$ cat src/rtl/dsb_pkg.sv
// Shared sizes and types for the decoupled load scoreboard.
// Assumes NCTX and NREG are powers of two.
package dsb_pkg;
    localparam int NCTX      = 4;
    localparam int NREG      = 8;
    localparam int ACC_DEPTH = 4;
    localparam int DATA_W    = 16;
    localparam int CTX_W     = $clog2(NCTX);
    localparam int REG_W     = $clog2(NREG);
    localparam int CNT_W     = $clog2(ACC_DEPTH + 1);

    typedef struct packed {
        logic             load;
        logic             periph;
        logic [REG_W-1:0] src_a;
        logic [REG_W-1:0] src_b;
        logic [REG_W-1:0] dst;
    } instr_t;
endpackage

$ cat src/rtl/dsb_fifo.sv
// In-order queue with a count output, used for both access and data queues.
// Assumes the caller never pushes when full (unless also popping) and never
// pops when empty; DEPTH >= 2.
module dsb_fifo #(
    parameter int W     = 8,
    parameter int DEPTH = 4,
    localparam int PTR_W = $clog2(DEPTH),
    localparam int CNT_W = $clog2(DEPTH + 1)
) (
    input  logic             clk,
    input  logic             rst_n,
    input  logic             push,
    input  logic             pop,
    input  logic [W-1:0]     din,
    output logic [W-1:0]     dout,
    output logic [CNT_W-1:0] count
);
    logic [W-1:0]     store [DEPTH];
    logic [PTR_W-1:0] wr_ptr, rd_ptr;

    function automatic logic [PTR_W-1:0] bump(input logic [PTR_W-1:0] p);
        return (p == PTR_W'(DEPTH - 1)) ? '0 : p + 1'b1;
    endfunction

    // Write storage on push.
    always_ff @(posedge clk) begin
        if (push) store[wr_ptr] <= din;
    end

    // Advance pointers and count.
    always_ff @(posedge clk) begin
        if (!rst_n) begin
            wr_ptr <= '0;
            rd_ptr <= '0;
            count  <= '0;
        end else begin
            if (push) wr_ptr <= bump(wr_ptr);
            if (pop)  rd_ptr <= bump(rd_ptr);
            if (push && !pop)      count <= count + 1'b1;
            else if (pop && !push) count <= count - 1'b1;
        end
    end

    assign dout = store[rd_ptr];

    assert_no_overflow_R6: assert property (@(posedge clk) disable iff (!rst_n)
        !(push && !pop && count == CNT_W'(DEPTH)));
    assert_no_underflow_R7: assert property (@(posedge clk) disable iff (!rst_n)
        !(pop && count == '0));
endmodule

$ cat src/rtl/dsb_hold_slot.sv
// Per-context execute-stage holding register. Captures an accepted
// instruction and keeps it until the scoreboard lets it leave.
// Assumes load_en is only raised when the slot is empty or leaving.
module dsb_hold_slot
    import dsb_pkg::*;
(
    input  logic   clk,
    input  logic   rst_n,
    input  logic   load_en,
    input  instr_t load_instr,
    input  logic   leave,
    output logic   full,
    output instr_t instr
);
    // Track occupancy and capture new instructions.
    always_ff @(posedge clk) begin
        if (!rst_n) begin
            full  <= 1'b0;
            instr <= '0;
        end else begin
            if (load_en) begin
                full  <= 1'b1;
                instr <= load_instr;
            end else if (leave) begin
                full <= 1'b0;
            end
        end
    end

    assert_leave_needs_full_R3: assert property (@(posedge clk) disable iff (!rst_n)
        leave |-> full);
    assert_hold_stable_R3: assert property (@(posedge clk) disable iff (!rst_n)
        (full && !leave) |=> (full && $stable(instr)));
endmodule

$ cat src/rtl/dsb_valid_array.sv
// Valid bit per register per context. A load invalidation clears a bit and a
// write-back sets one; when both hit the same bit, the set wins.
module dsb_valid_array
    import dsb_pkg::*;
(
    input  logic                 clk,
    input  logic                 rst_n,
    input  logic                 clr_en,
    input  logic [CTX_W-1:0]     clr_ctx,
    input  logic [REG_W-1:0]     clr_reg,
    input  logic                 set_en,
    input  logic [CTX_W-1:0]     set_ctx,
    input  logic [REG_W-1:0]     set_reg,
    output logic [NCTX*NREG-1:0] vbits
);
    localparam int IDX_W = CTX_W + REG_W;
    logic [IDX_W-1:0] clr_idx, set_idx;

    assign clr_idx = {clr_ctx, clr_reg};
    assign set_idx = {set_ctx, set_reg};

    // Update valid bits, giving returning data priority.
    always_ff @(posedge clk) begin
        if (!rst_n) begin
            vbits <= '1;
        end else begin
            for (int i = 0; i < NCTX * NREG; i++) begin
                if (set_en && set_idx == IDX_W'(i))      vbits[i] <= 1'b1;
                else if (clr_en && clr_idx == IDX_W'(i)) vbits[i] <= 1'b0;
            end
        end
    end

    assert_data_wins_R4: assert property (@(posedge clk) disable iff (!rst_n)
        set_en |=> vbits[$past(set_idx)]);
    assert_load_invalidates_R2: assert property (@(posedge clk) disable iff (!rst_n)
        (clr_en && !(set_en && set_idx == clr_idx)) |=> !vbits[$past(clr_idx)]);
endmodule

$ cat src/rtl/dsb_scoreboard.sv
// Decoupled load scoreboard top. Holds one instruction per context until
// its operands and destination are valid, lets at most one leave per cycle,
// queues outstanding loads and memory replies per context, and pairs them
// in order into a single write-back port.
// Assumes memory replies for a context arrive in load order and never
// before the matching load has left.
module dsb_scoreboard
    import dsb_pkg::*;
(
    input  logic                 clk,
    input  logic                 rst_n,
    input  logic                 iss_valid,
    input  logic [CTX_W-1:0]     iss_ctx,
    input  logic                 iss_load,
    input  logic                 iss_periph,
    input  logic [REG_W-1:0]     iss_src_a,
    input  logic [REG_W-1:0]     iss_src_b,
    input  logic [REG_W-1:0]     iss_dst,
    output logic [NCTX-1:0]      iss_ready,
    input  logic [NCTX-1:0]      periph_ok,
    input  logic                 rsp_valid,
    input  logic [CTX_W-1:0]     rsp_ctx,
    input  logic [DATA_W-1:0]    rsp_data,
    output logic                 ex_valid,
    output logic [CTX_W-1:0]     ex_ctx,
    output logic                 ex_load,
    output logic [REG_W-1:0]     ex_dst,
    output logic                 wb_valid,
    output logic [CTX_W-1:0]     wb_ctx,
    output logic [REG_W-1:0]     wb_reg,
    output logic [DATA_W-1:0]    wb_data,
    output logic [NCTX*NREG-1:0] reg_valid
);
    instr_t              iss_instr;
    instr_t              slot_q   [NCTX];
    logic [NCTX-1:0]     slot_full, slot_ok, slot_fire, slot_take;
    logic [NCTX-1:0]     rsp_hit, pair_ok, grant;
    logic [NCTX-1:0]     acc_push, acc_pop, mem_push, mem_pop;
    logic [CNT_W-1:0]    acc_cnt  [NCTX];
    logic [CNT_W-1:0]    mem_cnt  [NCTX];
    logic [REG_W-1:0]    acc_head [NCTX];
    logic [DATA_W-1:0]   mem_head [NCTX];

    assign iss_instr = '{load: iss_load, periph: iss_periph,
                         src_a: iss_src_a, src_b: iss_src_b, dst: iss_dst};

    for (genvar c = 0; c < NCTX; c++) begin : g_ctx
        logic [NREG-1:0] rv;
        assign rv = reg_valid[c*NREG +: NREG];

        assign iss_ready[c] = !slot_full[c] || slot_fire[c];
        assign slot_take[c] = iss_valid && (iss_ctx == CTX_W'(c)) && iss_ready[c];
        assign rsp_hit[c]   = rsp_valid && (rsp_ctx == CTX_W'(c));

        // Eligibility: operands and destination valid, peripheral ready, room.
        assign slot_ok[c] = slot_full[c]
                          && rv[slot_q[c].src_a] && rv[slot_q[c].src_b]
                          && rv[slot_q[c].dst]
                          && (!slot_q[c].periph || periph_ok[c])
                          && (!slot_q[c].load || acc_cnt[c] != CNT_W'(ACC_DEPTH));

        // Pairing possible when a load and its data both exist now.
        assign pair_ok[c] = ((acc_cnt[c] != '0) || (slot_fire[c] && slot_q[c].load))
                         && ((mem_cnt[c] != '0) || rsp_hit[c]);

        assign acc_push[c] = slot_fire[c] && slot_q[c].load && !(grant[c] && acc_cnt[c] == '0);
        assign acc_pop[c]  = grant[c] && (acc_cnt[c] != '0);
        assign mem_push[c] = rsp_hit[c] && !(grant[c] && mem_cnt[c] == '0);
        assign mem_pop[c]  = grant[c] && (mem_cnt[c] != '0);

        dsb_hold_slot u_slot (
            .clk        (clk),
            .rst_n      (rst_n),
            .load_en    (slot_take[c]),
            .load_instr (iss_instr),
            .leave      (slot_fire[c]),
            .full       (slot_full[c]),
            .instr      (slot_q[c])
        );

        dsb_fifo #(.W(REG_W), .DEPTH(ACC_DEPTH)) u_acc (
            .clk   (clk),
            .rst_n (rst_n),
            .push  (acc_push[c]),
            .pop   (acc_pop[c]),
            .din   (slot_q[c].dst),
            .dout  (acc_head[c]),
            .count (acc_cnt[c])
        );

        dsb_fifo #(.W(DATA_W), .DEPTH(ACC_DEPTH)) u_mem (
            .clk   (clk),
            .rst_n (rst_n),
            .push  (mem_push[c]),
            .pop   (mem_pop[c]),
            .din   (rsp_data),
            .dout  (mem_head[c]),
            .count (mem_cnt[c])
        );

        assert_replies_le_loads_R7: assert property (@(posedge clk) disable iff (!rst_n)
            mem_cnt[c] <= acc_cnt[c]);
    end

    // Pick the lowest eligible context to leave the holding stage.
    always_comb begin
        slot_fire = '0;
        for (int c = NCTX - 1; c >= 0; c--) begin
            if (slot_ok[c]) begin
                slot_fire    = '0;
                slot_fire[c] = 1'b1;
            end
        end
    end

    // Grant the single write-back port to the lowest pairable context.
    always_comb begin
        grant = '0;
        for (int c = NCTX - 1; c >= 0; c--) begin
            if (pair_ok[c]) begin
                grant    = '0;
                grant[c] = 1'b1;
            end
        end
    end

    // Drive the execute-side outputs from the leaving slot.
    always_comb begin
        ex_ctx = '0;
        for (int c = 0; c < NCTX; c++) begin
            if (slot_fire[c]) ex_ctx = CTX_W'(c);
        end
        ex_valid = |slot_fire;
        ex_load  = ex_valid && slot_q[ex_ctx].load;
        ex_dst   = slot_q[ex_ctx].dst;
    end

    // Drive the write-back outputs from queue heads or same-cycle bypass.
    always_comb begin
        wb_ctx = '0;
        for (int c = 0; c < NCTX; c++) begin
            if (grant[c]) wb_ctx = CTX_W'(c);
        end
        wb_valid = |grant;
        wb_reg   = (acc_cnt[wb_ctx] != '0) ? acc_head[wb_ctx] : slot_q[wb_ctx].dst;
        wb_data  = (mem_cnt[wb_ctx] != '0) ? mem_head[wb_ctx] : rsp_data;
    end

    dsb_valid_array u_valid (
        .clk     (clk),
        .rst_n   (rst_n),
        .clr_en  (ex_valid && ex_load),
        .clr_ctx (ex_ctx),
        .clr_reg (ex_dst),
        .set_en  (wb_valid),
        .set_ctx (wb_ctx),
        .set_reg (wb_reg),
        .vbits   (reg_valid)
    );

    assert_exec_no_wb_R9: assert property (@(posedge clk) disable iff (!rst_n)
        (ex_valid && !ex_load && !wb_valid) |=> (reg_valid == $past(reg_valid)));
endmodule

$ cat config.mk
export PLATFORM = sky130hd
export DESIGN_NAME = dsb_scoreboard
export DESIGN_NICKNAME = d
export VERILOG_FILES = /design/src/rtl/dsb_pkg.sv /design/src/rtl/dsb_fifo.sv /design/src/rtl/dsb_hold_slot.sv /design/src/rtl/dsb_valid_array.sv /design/src/rtl/dsb_scoreboard.sv
export SDC_FILE = /design/constraint.sdc
export NUM_CORES = 1
export LEC_CHECK = 0
export BUFFER_PORTS_ARGS = -buffer_cell sky130_fd_sc_hd__buf_2
export CAP_MARGIN = 0
export CORE_UTILIZATION = 55
export CTS_CLUSTER_SIZE = 16
export DETAILED_ROUTE_END_ITERATION = 8
export PLACE_DENSITY = 0.82
export SYNTH_ARGS = -nofsm -noshare
export SYNTH_HDL_FRONTEND = slang
export SYNTH_SLANG_ARGS = --single-unit
$ cat constraint.sdc
create_clock -name clk -period 5.2 [get_ports clk]
set_input_delay 0.26 -clock clk [delete_from_list [all_inputs] [get_ports clk]]
set_output_delay 0.26 -clock clk [all_outputs]
set_load 0.01 [all_outputs]
# Yosys cells after proc, flatten, opt, wreduce, memory -nomap -nowiden
# Memory sizes are Yosys's and may differ from the RTL's. A register that Yosys moved wholly into a read port is not among the register bits.
# Cells that the tools add are included.
# Widths: inputs -> output; s select.
[word_totals]
memories = 8
output_inout_bits = 65
ramBits = 304
ff_bits = 136
[memory_table]
columns = ["name", "depth", "word_bits", "rd", "rd_clocked_by_memory_dff", "write_ports", "line", "source"]
rows = [
  ["g_ctx[0].u_mem.store", 4, 16, 1, 1, 1, "dsb_fifo.sv:18", "logic [W-1:0] store [DEPTH];"],
  ["g_ctx[1].u_mem.store", 4, 16, 1, 1, 1, "dsb_fifo.sv:18", ""],
  ["g_ctx[2].u_mem.store", 4, 16, 1, 1, 1, "dsb_fifo.sv:18", ""],
  ["g_ctx[3].u_mem.store", 4, 16, 1, 1, 1, "dsb_fifo.sv:18", ""],
  ["g_ctx[0].u_acc.store", 4, 3, 1, 1, 1, "dsb_fifo.sv:18", ""],
  ["g_ctx[1].u_acc.store", 4, 3, 1, 1, 1, "dsb_fifo.sv:18", ""],
  ["2 more memories", "--", "--", "--", "--", "--", "--", ""],
]
[op_classes]
n_eq_ne = 88
add_sub_neg = 32
n_lt_le_gt_ge = 14
n_mux = 130
n_bitwise = 3
n_reduce_logical = 270
[ops]
columns = ["cell", "n"]
rows = [
  ["$eq 5x5->1 const B", 32],
  ["$logic_and 1x1->1", 146],
  ["$eq 5x4->1 const B", 16],
  ["$mux 3", 25],
  ["$mux 2", 36],
  ["$reduce_or 2->1", 32],
  ["$lt 3x4->1 const B", 12],
  ["$mux 16", 3],
  ["$bmux 11 s2", 2],
  ["$eq 2x2->1 const B", 20],
  ["$eq 5x3->1 const B", 8],
  ["$mux 1", 38],
  ["$bmux 1 s3", 12],
  ["$logic_not 1->1", 36],
  ["$add 2x1->2 const B", 16],
  ["$bmux 16 s2", 1],
  ["$mux 4", 8],
  ["$reduce_bool 3->1", 10],
  ["$add 3x1->3 const B", 8],
  ["$logic_not 3->1", 8],
  ["$reduce_bool 2->1", 12],
  ["$sub 3x1->3 const B", 8],
  ["$mux 11", 2],
  ["$eq 5x2->1 const B", 4],
  ["other kinds (11)", 42],
]

# Longest topological paths before layout
# Gate-level depths: netlist of the first run.
[logic_depth]
word_depth = 30
mapped_depth = 18
mapped_depth_nobuf = 15

# Modules after synthesis
# Synthesis of the first run repeated with hierarchy kept, for this count alone.
[hier_totals]
hier_cells = 1394
hier_area_um2 = 20266.9
[by_module_without_submodules]
columns = ["module", "cells_each", "n_inst", "area_per_inst_um2"]
rows = [
  ["dsb_fifo (g_ctx[0].u_mem ...)", 126, 4, 2790.2],
  ["dsb_fifo (g_ctx[0].u_acc ...)", 57, 4, 873.3],
  ["dsb_scoreboard", 379, 1, 2568.7],
  ["dsb_hold_slot", 38, 4, 447.9],
  ["dsb_valid_array", 131, 1, 1252.5],
]

# Least setup slack after synthesis of the first run
# Ideal clock, no wire load.
[synth_timing]
path_kind = "reg2reg"
startpoint = "reg g_ctx[0].u_slot.instr[1] (netlist bit)"
endpoint = "reg g_ctx[2].u_mem.count[2]"
path_stages_with_launch = 17
required_ns = 5.130
setup_time_ns = 0.070
path_slack_ns = 1.092
path_buffers = 2
synth_period_minus_slack_ns = 4.108
t_arrival_ns = 4.038
cell_sequence = "dfxtp_1 -> buf_2 -> mux4_2 -> nor2_1 -> nor4_4 -> and2_4 -> buf_6 -> nor2_4 -> a311o_4 -> nor2_2 -> a211oi_1 -> ha_1 -> inv_1 -> fa_1 -> xor2_1 -> or3_1 -> a21oi_1"
[synth_via]
elab_chain_cells = 18
elab_cells_between_ends = 28
[synth_lines]
columns = ["element", "line", "source"]
rows = [
  ["from (decl)", "dsb_hold_slot.sv:13", "output instr_t instr"],
  ["from (signal assigned)", "dsb_hold_slot.sv:23", "instr <= load_instr;"],
  ["$bmux 1 s3 (*)", "dsb_scoreboard.sv:58", "&& rv[slot_q[c].dst]"],
  ["$mux 1 (not written as such) (*)", "dsb_scoreboard.sv:58", ""],
  ["$logic_and 1x1->1 (*)", "dsb_scoreboard.sv:58", ""],
  ["$logic_and 1x1->1 (*)", "dsb_scoreboard.sv:59", "&& (!slot_q[c].periph || periph_ok[c])"],
  ["$logic_and 1x1->1 (*)", "dsb_scoreboard.sv:60", "&& (!slot_q[c].load || acc_cnt[c] != CNT_W'(ACC_DEPTH));"],
  ["$mux 4 (*)", "dsb_scoreboard.sv:109", "if (slot_ok[c]) begin"],
  ["$logic_and 1x1->1", "dsb_scoreboard.sv:63", "assign pair_ok[c] = ((acc_cnt[c] != '0) || (slot_fire[c] && slot_q[c].load))"],
  ["$logic_or 1x1->1", "dsb_scoreboard.sv:63", ""],
  ["[... 3 more ...]", "--", ""],
  ["$mux 4 (*)", "dsb_scoreboard.sv:120", "if (pair_ok[c]) begin"],
  ["$logic_and 1x1->1 (*)", "dsb_scoreboard.sv:68", "assign mem_push[c] = rsp_hit[c] && !(grant[c] && mem_cnt[c] == '0);"],
  ["$logic_not 1->1 (*)", "dsb_scoreboard.sv:68", ""],
  ["$logic_and 1x1->1 (*)", "dsb_scoreboard.sv:68", ""],
  ["named net g_ctx[2].u_mem.push", "dsb_fifo.sv:12", "input logic push,"],
  ["$logic_not 1->1", "dsb_fifo.sv:40", "else if (pop && !push) count <= count - 1'b1;"],
  ["$logic_and 1x1->1", "dsb_fifo.sv:40", ""],
  ["$reduce_bool 2->1 (no source line)", "--", ""],
  ["to (signal assigned)", "dsb_fifo.sv:39", "if (push && !pop) count <= count + 1'b1;"],
  ["to (signal assigned)", "dsb_fifo.sv:40", ""],
  ["to (decl)", "dsb_fifo.sv:16", "output logic [CNT_W-1:0] count"],
]
# Mark *: on every way through the listed nets, which the timed path passes. The rest lies on a longest branch. The select of a mux whose other input is x is not followed.
# A chain may end at the register's enable or synchronous reset.

# Final worst setup path of the first run
[layout_timing]
startpoint = "reg g_ctx[1].u_slot.instr[0] (netlist bit)"
endpoint = "out wb_data[7]"
[layout_via]
elab_chain_cells = 22
elab_cells_between_ends = 35
[layout_lines]
columns = ["element", "line", "source"]
rows = [
  ["from (decl)", "dsb_hold_slot.sv:13", ""],
  ["from (signal assigned)", "dsb_hold_slot.sv:23", ""],
  ["$bmux 1 s3 (*)", "dsb_scoreboard.sv:58", ""],
  ["$mux 1 (not written as such) (*)", "dsb_scoreboard.sv:58", ""],
  ["$logic_and 1x1->1 (*)", "dsb_scoreboard.sv:58", ""],
  ["$logic_and 1x1->1 (*)", "dsb_scoreboard.sv:59", ""],
  ["$logic_and 1x1->1 (*)", "dsb_scoreboard.sv:60", ""],
  ["$mux 4 (*) (2 in a row)", "dsb_scoreboard.sv:109", ""],
  ["$logic_and 1x1->1", "dsb_scoreboard.sv:63", ""],
  ["$logic_or 1x1->1", "dsb_scoreboard.sv:63", ""],
  ["[... 4 more ...]", "--", ""],
  ["$mux 1", "dsb_scoreboard.sv:142", "if (grant[c]) wb_ctx = CTX_W'(c);"],
  ["$mux 2", "dsb_scoreboard.sv:142", ""],
  ["$mux 2 (*)", "dsb_scoreboard.sv:142", ""],
  ["$not 2->3 (not written as such) (*)", "dsb_scoreboard.sv:146", "wb_data = (mem_cnt[wb_ctx] != '0) ? mem_head[wb_ctx] : rsp_data;"],
  ["$bmux 3 s2", "dsb_scoreboard.sv:146", ""],
  ["$mux 3 (not written as such) (2 in a row)", "dsb_scoreboard.sv:146", ""],
  ["$reduce_bool 3->1", "dsb_scoreboard.sv:146", ""],
  ["$mux 16 (*)", "dsb_scoreboard.sv:146", ""],
  ["to (decl)", "dsb_scoreboard.sv:31", "output logic [DATA_W-1:0] wb_data,"],
]
# Mark *: on every way between the ends. The rest lies on a longest branch, timed or not. The select of a mux whose other input is x is not followed.

==> results.json, run 1 <==
{
  "cts_sinks": 456,
  "whs_ns": 0.02101,
  "grt_pass1_wl_um": 79520,
  "dieHeight_um": 194.7,
  "syn_to_final_growth_pct": 12.29,
  "grt_antenna_before_repair": 2,
  "maxCapViolCount": 0,
  "clk_latency_ns": 0.59,
  "fin_worst_skew_ns": 0.02430,
  "grt_pass1_vias": 13400,
  "synth_compound_area_share_pct": 8.518,
  "fmax_ghz": 0.2001,
  "layout_commonest_cell": "edfxtp_1",
  "grt_max_degree": 67,
  "globalplace.congestion": 0.9739,
  "cts-root-buf": "clkbuf_16",
  "crit_type": "register to output pin",
  "setup_viol": 0,
  "wl_per_cell_um": 25.12,
  "async_flop_share_pct": 0,
  "fin_total_pwr_mw": 8.702,
  "syn_inst": 1474,
  "syn_area_um2": 20420,
  "clkPwrFrac_pct": 38.6,
  "synthSimpleGateAreaFrac_pct": 9.455,
  "slew_headroom_pct": 23.57,
  "timing.final.ws_setup_ns": 0.2034,
  "synth_warnings": 0,
  "synth_top_family_by_area": "multiplexers",
  "placed_area_um2": 21340,
  "path_max_fanout": 33,
  "drtIter0Drc": 1158,
  "ys_types": 95,
  "synth_fa_ha_area_share_pct": 3.726,
  "cts_tree": "built",
  "crit_arrival_ns": 4.74,
  "cp-end-kind": "output pin",
  "seq_area_frac_synth_pct": 59.61,
  "ios": 104,
  "viasPerCell": 6.389,
  "peakVddDrop_mv": 0.2990,
  "core_area_um2": 36610,
  "place_worst_setup_slack_ns": 0.6349,
  "clk_pin_slew_ns": 0.06,
  "drc": 0,
  "wl_um": 52280,
  "p_leak_nw": 8.074,
  "syn-num-nets": 1569,
  "dieArea_um2": 37900,
  "stdcell_area_um2": 22930,
  "final_hold_viol_count": 0,
  "final_nets": 1671,
  "rows": 70,
  "worst_slew_pin_slew_ns": 1.145,
  "p_switching_mw": 2.296,
  "most-common-layout-cells": "edfxtp_1 (304), dfxtp_1 (148), nor2_1 (131)",
  "grt_usage_pct": 27.82,
  "power_frac_comb_pct": 15.2,
  "hold_path.class": "primary input to register",
  "synth_enable_flop_cells": 304,
  "cp-start-kind": "register",
  "io_buffer_count": 103,
  "start_util_pct": 55.77,
  "vias": 13300,
  "critPathRequiredTime_ns": 4.94,
  "postLayoutCoreUtil_pct": 62.63,
  "cts_buffers": 45,
  "min_period_ns": 4.997,
  "grt-ovfl-total": 0,
  "status": "completed",
  "layout-drive-gt1-share_pct": 21.28,
  "synthFlopType": "edfxtp_1",
  "cts_max_level": 2,
  "slew_violations": 0,
  "power.density_nw_per_um2": 379.5,
  "syn_area_per_cell_um2": 13.85,
  "period_share_pct": 96.09,
  "synthMuxAreaShare_pct": 15.74,
  "die_w_um": 194.7,
  "synth_seq_cells": 456,
  "intPower_mw": 6.406,
  "dr.pass1.iters": 5,
  "synth-xor-area-share_pct": 0.6863,
  "seq_power_share_pct": 46.2,
  "ff2ff_setup_slack_ns": 0.66,
  "hpwl_um": 35440,
  "swShare_pct": 26.38,
  "ctsLongestPathBuffers": 3,
  "final_antenna_net_count": 0
}
-- cell families (layout without fill, tap and decap cells) --
kind of cell / count (synthesis) / count (layout)
other: 0 / 1
xor gates and xnor gates: 16 / 16
buffers and inverters: 108 / 246
DFF: 456 / 456
adders and majority gates: 56 / 56
muxes: 207 / 207
and+or+nand+nor: 389 / 389
AOI/OAI and AO/OA: 242 / 242
-- area by class of cell --
class,instances,area [um^2]
multi-input combinational,910,7801
sequential,456,12180
timing repair buffer,120,658.1
inverter,43,167.7
clock buffer,58,1232
fill,2698,13680
antenna,1,2.502
tap,468,585.6
clock inverter,25,304.0
-- synthesized netlist by cell type, types with 10 or more instances --
library cell    n  share of area [%]
a211oi_1       20               0.74
a21oi_1        54                1.3
a31oi_1        17               0.52
and2_0         11               0.34
and2_1         42                1.3
clkbuf_1       43               0.79
dfxtp_1       152                 15
edfxtp_1      304                 45
ha_1           48                2.9
inv_1          39               0.72
mux2_2         20                1.1
mux2_4         10               0.74
mux2i_1        90                4.4
mux4_2         85                9.4
nand2_1        82                1.5
nand2b_1       16               0.49
nand3_1        18               0.44
nor2_1        131                2.4
nor2b_1        11               0.34
nor3_1         21               0.51
o211ai_1       13               0.48
o21ai_0        38               0.93
or3_1          18               0.55
xor2_1         16               0.69
-- metal layers --
layer | GRT usage [%] | vias to the layer above | routed length [um]
li1 | - | 5845 | -
met2 | 47.10 | 674 | 25420
met1 | 35.11 | 6643 | 20350
met4 | 11.14 | 4 | 1985
met5 | 1.405 | - | 83
met3 | 5.379 | 130 | 4435
-- stage by stage --
stage          cells  setup TNS [ns]
2_1_floorplan   1474               0
3_3_place_gp    1995               0
3_5_place_dp    1995               0
4_1_cts         2079               0
5_1_grt         2081       -0.001463
6_report        2081               0
-- power groups by stage --
stage               clock network [mW]  registers, mW  logic (mW)
floorplan                            0           4.07       0.889
global placement                     0           4.09        1.24
detailed placement                   0           4.10        1.26
CTS                               3.38           4.02        1.27
global route                      3.52           4.03        1.40
finish                            3.36           4.02        1.33
-- final timing paths --
kind                                          from  cells after the start                           endpoint
max          g_ctx[1].u_slot.instr[0]$_SDFFE_PN0P_                     14                         wb_data[7]
min                                     iss_ctx[0]                      3  g_ctx[3].u_slot.full$_SDFFE_PN0P_
max reg2reg  g_ctx[0].u_slot.instr[2]$_SDFFE_PN0P_                     11     u_valid.vbits[27]$_SDFFE_PP1P_
min reg2reg  g_ctx[0].u_acc.rd_ptr[1]$_SDFFE_PN0P_                      2                           register
-- repair_timing --
| action | CTS | global route |
|---|---|---|
| endpoints found under the setup margin | 0 | 19 |
| endpoints found under the hold margin | 1 | 0 |
| hold buffers | 1 | 0 |
| resized for setup | 0 | 7 |
| setup buffers | 0 | 1 |
-- critical path: stages, from the launching register on --
cell and delay, ns:
dfxtp_1 0.55, mux4_2 0.54, or2_1 0.27, and3_1 0.30
o31ai_4 0.38, a221o_1 0.34, nor2_4 0.09, nor2_2 0.20
inv_2 0.06, buf_4 0.24, and2_0 0.18, a211oi_1 0.44
a31oi_1 0.13, mux2_4 0.30, buf_2 0.14
-- flip-flops by register name, indices dropped and copies added, names as in the netlist, named ones only --
| signal | flops |
|---|---|
| g_ctx.u_mem.count | 12 |
| g_ctx.u_acc.rd_ptr | 8 |
| g_ctx.u_acc.store | 48 |
| g_ctx.u_slot.full | 4 |
| g_ctx.u_acc.wr_ptr | 8 |
| u_valid.vbits | 32 |
| g_ctx.u_slot.instr | 44 |
| g_ctx.u_acc.count | 12 |
| g_ctx.u_mem.rd_ptr | 8 |
| g_ctx.u_mem.store | 256 |
| g_ctx.u_mem.wr_ptr | 8 |
No activity file was read; power rests on OpenSTA's default activity.
==> inputs of run 2 (changes only) <==
--- a/config.mk
+++ b/config.mk
@@ -7,10 +7,11 @@
 export LEC_CHECK = 0
 export BUFFER_PORTS_ARGS = -buffer_cell sky130_fd_sc_hd__buf_2
 export CAP_MARGIN = 0
+export CORE_ASPECT_RATIO = 1.75
 export CORE_UTILIZATION = 55
 export CTS_CLUSTER_SIZE = 16
 export DETAILED_ROUTE_END_ITERATION = 8
-export PLACE_DENSITY = 0.82
+export PLACE_DENSITY = 0.73
 export SYNTH_ARGS = -nofsm -noshare
 export SYNTH_HDL_FRONTEND = slang
 export SYNTH_SLANG_ARGS = --single-unit
==> run 2 against run 1 <==
Net effect: cell area is 0.65% lower; critical path type unchanged; global-route usage is 0.76 points higher; combinational power hardly changed; maximum frequency is 1.2% lower; die area hardly changed; critical path depth is 2 lower; register-to-register slack worse by 0.28 ns; clock power is 10% lower; cell count is 0.53% higher; worst hold slack better by 0.014 ns.
==> results.json, run 2 (synthesis gave the netlist of run 1 again) <==
{
  "dp.cells": 2011,
  "power_frac_comb_pct": 16.0,
  "start_util_pct": 55.71,
  "dieHeight_um": 256.9,
  "use_met1_pct": 30.89,
  "intPower_mw": 6.130,
  "crit_chain": "mux4_2 > or2_1 > nand3_1 > nand4_1 > a221o_1 > nor2_4 > nor2_2 > buf_4 > a211oi_1 > a31oi_1 > mux2_4 > buf_2",
  "globalplace.congestion": 1.031,
  "drc": 0,
  "core_area_um2": 36650,
  "placed_area_um2": 21410,
  "r2r_start": "g_ctx[1].u_slot.instr[0]$_SDFFE_PN0P_",
  "rsz0062_at_grt": "false",
  "rows": 93,
  "final_antenna_net_count": 0,
  "crit_type": "register to output pin",
  "rr_worst_depth": 12,
  "viasPerCell": 6.253,
  "most-common-layout-cells": "edfxtp_1 (304), dfxtp_1 (150), nor2_1 (131)",
  "worst_path_max_delay_cell": "mux4_2",
  "io_buffer_count": 103,
  "fill_cells": 2779,
  "busiest_layer": "met2",
  "critPathTopFamily": "simple AND/OR/NAND/NOR gates",
  "grt_usage_pct": 28.58,
  "path_max_fanout": 32,
  "maxCapViolCount": 0,
  "crit_arrival_ns": 4.80,
  "ff2ff_setup_slack_ns": 0.38,
  "fin_worst_skew_ns": 0.02273,
  "clk_latency_ns": 0.56,
  "timing.setup.tns_ns": 0,
  "dieArea_um2": 37930,
  "layout-drive-gt1-share_pct": 20.87,
  "largestRegisters": "g_ctx.u_mem.store x256, g_ctx.u_acc.store x48, g_ctx.u_slot.instr x44",
  "slew_headroom_pct": 28.04,
  "hpwl_um": 37800,
  "dr.pass1.iters": 6,
  "final_hold_viol_count": 0,
  "clk_pin_slew_ns": 0.06,
  "critPathRequiredTime_ns": 4.94,
  "vias": 13080,
  "grt_max_degree": 61,
  "seq_power_share_pct": 48.0,
  "min_period_ns": 5.058,
  "largest_reg_flops": 256,
  "final_nets": 1676,
  "period_share_pct": 97.28,
  "grt_antenna_before_repair": 2,
  "p_leak_nw": 7.996,
  "setup_viol": 0,
  "cp-end-kind": "output pin",
  "crit_cells": 12,
  "finalNonFillerCells": 2092,
  "status": "completed",
  "hold_path_depth": 3,
  "cts_max_level": 2,
  "worst-path-buf-inv": 2,
  "wl_um": 53490,
  "drtIter0Drc": 923,
  "worst_slew_pin_slew_ns": 1.079,
  "swShare_pct": 26.78,
  "met2_usage_pct": 51.34,
  "syn_to_final_growth_pct": 11.56,
  "cpPeakStageDelay_ns": 0.55,
  "slew_violations": 0,
  "top_register": "g_ctx.u_mem.store",
  "power.density_nw_per_um2": 367.5,
  "fmax_ghz": 0.1977,
  "ios": 104,
  "grt_pass1_vias": 13420,
  "cts-root-buf": "clkbuf_16",
  "layout_commonest_cell": "edfxtp_1",
  "r2r-end": "u_valid.vbits[11]$_SDFFE_PP1P_",
  "cts_tree": "built",
  "wl_per_cell_um": 25.57,
  "hold_path.class": "primary input to register",
  "clkPwrFrac_pct": 36.0,
  "p_switching_mw": 2.241,
  "cp-start-kind": "register",
  "cts_sinks": 456,
  "cts_buffers": 42,
  "post_cts_buffers": 0,
  "critical_path.endpoint": "wb_data[5]",
  "ctsLongestPathBuffers": 3,
  "stdcell_area_um2": 22780,
  "die_w_um": 147.7,
  "startpoint": "g_ctx[1].u_slot.instr[0]$_SDFFE_PN0P_",
  "grt-ovfl-total": 0,
  "grt.met3_usage_pct": 3.528,
  "grt_pass1_wl_um": 80030,
  "peakVddDrop_mv": 0.3260
}
[run 2: layout make-up]
type                            count  area (um^2)  area share (%)
Inverter                           43        167.7          0.7361
Multi-Input combinational cell    910         7791           34.20
Tap cell                          475        594.3           2.609
Sequential cell                   456        12170           53.45
Clock inverter                     25        234.0           1.027
Antenna cell                        2        5.005         0.02197
Timing Repair Buffer              128        709.4           3.115
Clock buffer                       53         1102           4.839
[run 2: worst register-to-register path: cells and delay by family (launching register included)]
| family | cells | cell delay (ns) |
|---|---|---|
| AOI/OAI and AO/OA | 6 | 1.98 |
| and+or+nand+nor | 5 | 1.96 |
| DFF | 1 | 0.54 |
| buffers and inverters | 1 | 0.26 |
[run 2: power by group through the flow]
stage	Clock, mW	Sequential, mW	Combinational, mW
finish	3.01	4.01	1.34
global route	3.19	4.02	1.42
CTS	3.07	4.01	1.32
detailed placement	0	4.09	1.31
global placement	0	4.09	1.29
floorplan	0	4.07	0.889
[run 2: through the flow]
| step | hold slack [ns] | util [%] | setup slack (ns) | power (mW) |
|---|---|---|---|---|
| floorplan | 0.3589 | - | 1.092 | 4.955 |
| global placement | 0.4677 | 58.42 | 0.4480 | 5.381 |
| detailed placement | 0.4757 | 58.42 | 0.4165 | 5.399 |
| CTS | 0.01493 | 62.09 | 0.09342 | 8.396 |
| global route | 0.04860 | 62.14 | 0.01106 | 8.627 |
| finish | 0.03532 | 62.14 | 0.1415 | 8.371 |
[run 2: how the worst min path moves through the flow]
stage,to,slack (ns),from
5_1_grt,g_ctx[1].u_slot.instr[6]$_SDFFE_PN0P_,0.05,iss_src_a[0]
3_3_place_gp,g_ctx[1].u_mem.count[2]$_SDFFE_PN0P_,0.47,g_ctx[1].u_mem.count[2]$_SDFFE_PN0P_
3_5_place_dp,g_ctx[2].u_acc.rd_ptr[1]$_SDFFE_PN0P_,0.48,g_ctx[2].u_acc.rd_ptr[1]$_SDFFE_PN0P_
4_1_cts,g_ctx[3].u_slot.full$_SDFFE_PN0P_,0.01,iss_ctx[1]
6_report,g_ctx[3].u_slot.full$_SDFFE_PN0P_,0.04,iss_ctx[1]
2_1_floorplan,g_ctx[0].u_mem.store[0][0]$_DFFE_PP_,0.36,rsp_data[0]
[run 2: metal layers]
layer	routed length (um)	up-vias	part of all wire, %
met5	0	-	0
met3	2752	175	5.1
met1	18390	6510	34
met2	28450	552	53
met4	3901	0	7.3
li1	-	5844	-
[run 2: timing repair]
item | CTS | global route
resized for setup | 0 | 4
hold buffers | 1 | 0
hold endpoints to repair | 1 | 0
setup endpoints to repair | 0 | 15
==> inputs of run 3 (changes only) <==
--- a/config.mk
+++ b/config.mk
@@ -12,6 +12,7 @@
 export CTS_CLUSTER_SIZE = 16
 export DETAILED_ROUTE_END_ITERATION = 8
 export PLACE_DENSITY = 0.73
+export REMOVE_ABC_BUFFERS = 1
 export SYNTH_ARGS = -nofsm -noshare
 export SYNTH_HDL_FRONTEND = slang
 export SYNTH_SLANG_ARGS = --single-unit
==> run 3 against run 2 <==
Net effect: count of clock-buffer cells in the layout down 8; die area unchanged; routed wire length up 0.58%; non-clock buffer count up 17; utilization up 0.51 points; worst hold slack better by 0.0084 ns; sequential power about the same; power up 1.9%; worst setup slack worse by 0.032 ns; critical path type unchanged; largest cell class unchanged.
==> results.json, run 3 (synthesis gave the netlist of run 1 again) <==
{
  "worst-path-buf-inv": 3,
  "dieHeight_um": 256.9,
  "ctsResizeCount": 0,
  "top_register": "g_ctx.u_mem.store",
  "status": "completed",
  "grt_pass1_vias": 13620,
  "cts_buffers": 42,
  "min_period_ns": 5.090,
  "layout-drive-gt1-share_pct": 21.77,
  "cp-start-kind": "register",
  "final_antenna_net_count": 0,
  "cts_hold_buffers": 0,
  "final_nets": 1693,
  "dr.pass1.iters": 5,
  "path_max_fanout": 17,
  "wl_per_cell_um": 25.55,
  "crit_arrival_ns": 4.83,
  "hold_path.class": "primary input to register",
  "syn_to_final_growth_pct": 12.48,
  "grt_pass1_wl_um": 81190,
  "viasPerCell": 6.322,
  "dieArea_um2": 37930,
  "globalplace.congestion": 1.034,
  "cts_sinks": 456,
  "cpPeakStageDelay_ns": 0.52,
  "die_w_um": 147.7,
  "slew_headroom_pct": 20.08,
  "start_util_pct": 55.71,
  "cp-end-kind": "output pin",
  "fmax_ghz": 0.1965,
  "worst_path_max_delay_cell": "mux4_2",
  "timing.setup.tns_ns": 0,
  "core_area_um2": 36650,
  "crit_chain": "mux4_2 > nor2_1 > nor4_4 > a21boi_0 > nand4_1 > a221o_1 > nor2_4 > nor2_2 > buf_4 > a211oi_2 > a31oi_4 > buf_12 > mux2_4 > buf_2",
  "layout_commonest_cell": "edfxtp_1",
  "period_share_pct": 97.89,
  "stdcell_area_um2": 22970,
  "maxCapViolCount": 0,
  "fin_worst_skew_ns": 0.02473,
  "largestRegisters": "g_ctx.u_mem.store x256, g_ctx.u_acc.store x48, g_ctx.u_slot.instr x44",
  "worst_slew_pin_slew_ns": 1.199,
  "slew_violations": 0,
  "rsz0062_at_grt": "false",
  "most-common-layout-cells": "edfxtp_1 (304), dfxtp_1 (151), nor2_1 (131)",
  "cts_tree": "built",
  "io_buffer_count": 103,
  "p_leak_nw": 8.127,
  "wl_um": 53800,
  "placed_area_um2": 21560,
  "ff2ff_setup_slack_ns": 0.27,
  "power.density_nw_per_um2": 371.4,
  "cts-root-buf": "clkbuf_16",
  "clk_pin_slew_ns": 0.06,
  "largest_reg_flops": 256,
  "fin_total_pwr_mw": 8.529,
  "critPathTopFamily": "compound AO/OA/AOI/OAI gates",
  "clk_latency_ns": 0.56,
  "setup_viol": 0,
  "critPathRequiredTime_ns": 4.94,
  "cts_max_level": 2,
  "vias": 13320,
  "crit_type": "register to output pin",
  "grt-ovfl-total": 0,
  "ctsLongestPathBuffers": 3,
  "drtIter0Drc": 968,
  "drc": 0,
  "hpwl_um": 37050,
  "post_cts_buffers": 0,
  "peakVddDrop_mv": 0.3022,
  "final_hold_viol_count": 0,
  "num_antenna_cells": 0,
  "grt_antenna_before_repair": 0,
  "rows": 93,
  "grt_usage_pct": 29.12,
  "grt_max_degree": 49,
  "ios": 104
}
-- run 3: cell type report --
cell class | instances | area, um^2
Clock buffer | 45 | 1084
Sequential cell | 456 | 12170
Clock inverter | 32 | 320.3
Inverter | 43 | 167.7
Timing Repair Buffer | 145 | 843.3
Tap cell | 475 | 594.3
Fill cell | 2726 | 13690
Multi-Input combinational cell | 910 | 7784
-- run 3: worst paths after layout --
check	start	endpoint	depth (start not counted)
hold / removal	iss_valid	g_ctx[3].u_slot.full$_SDFFE_PN0P_	3
setup reg to reg	g_ctx[3].u_slot.instr[1]$_SDFFE_PN0P_	u_valid.vbits[2]$_SDFFE_PP1P_	10
setup / recovery	g_ctx[0].u_slot.instr[1]$_SDFFE_PN0P_	wb_data[6]	14
hold reg to reg	g_ctx[0].u_acc.rd_ptr[1]$_SDFFE_PN0P_	g_ctx[0].u_acc.rd_ptr[1]$_SDFFE_PN0P_	2
-- run 3: per-layer routing --
| layer | global-route usage [%] | wire [um] |
|---|---|---|
| met4 | 19.24 | 3774 |
| met3 | 4.025 | 3217 |
| met2 | 53.83 | 29220 |
| met1 | 30.28 | 17590 |
| met5 | 0 | 0 |
-- run 3: where the power goes --
group	switching [mW]	internal, mW	total [mW]
Sequential	0.0712	3.94	4.01
Combinational	0.843	0.545	1.39
Clock	1.36	1.77	3.13
-- run 3: tightest hold or removal path: stages --
cell     delay [ns]
buf_2          0.12
nand3_1        0.09
a21oi_1        0.07
-- run 3: stage by stage --
stage / hold WS, ns / setup WS [ns] / utilization, % / std cells
CTS: 0.02554 / 0.008643 / 62.65 / 2106
finish: 0.04367 / 0.1098 / 62.66 / 2106
detailed placement: 0.4768 / 0.3692 / 58.82 / 2029
floorplan: 0.3408 / 0.8882 / - / 1409
global placement: 0.4667 / 0.4465 / 58.82 / 2029
global route: 0.05514 / 0.01663 / 62.66 / 2106
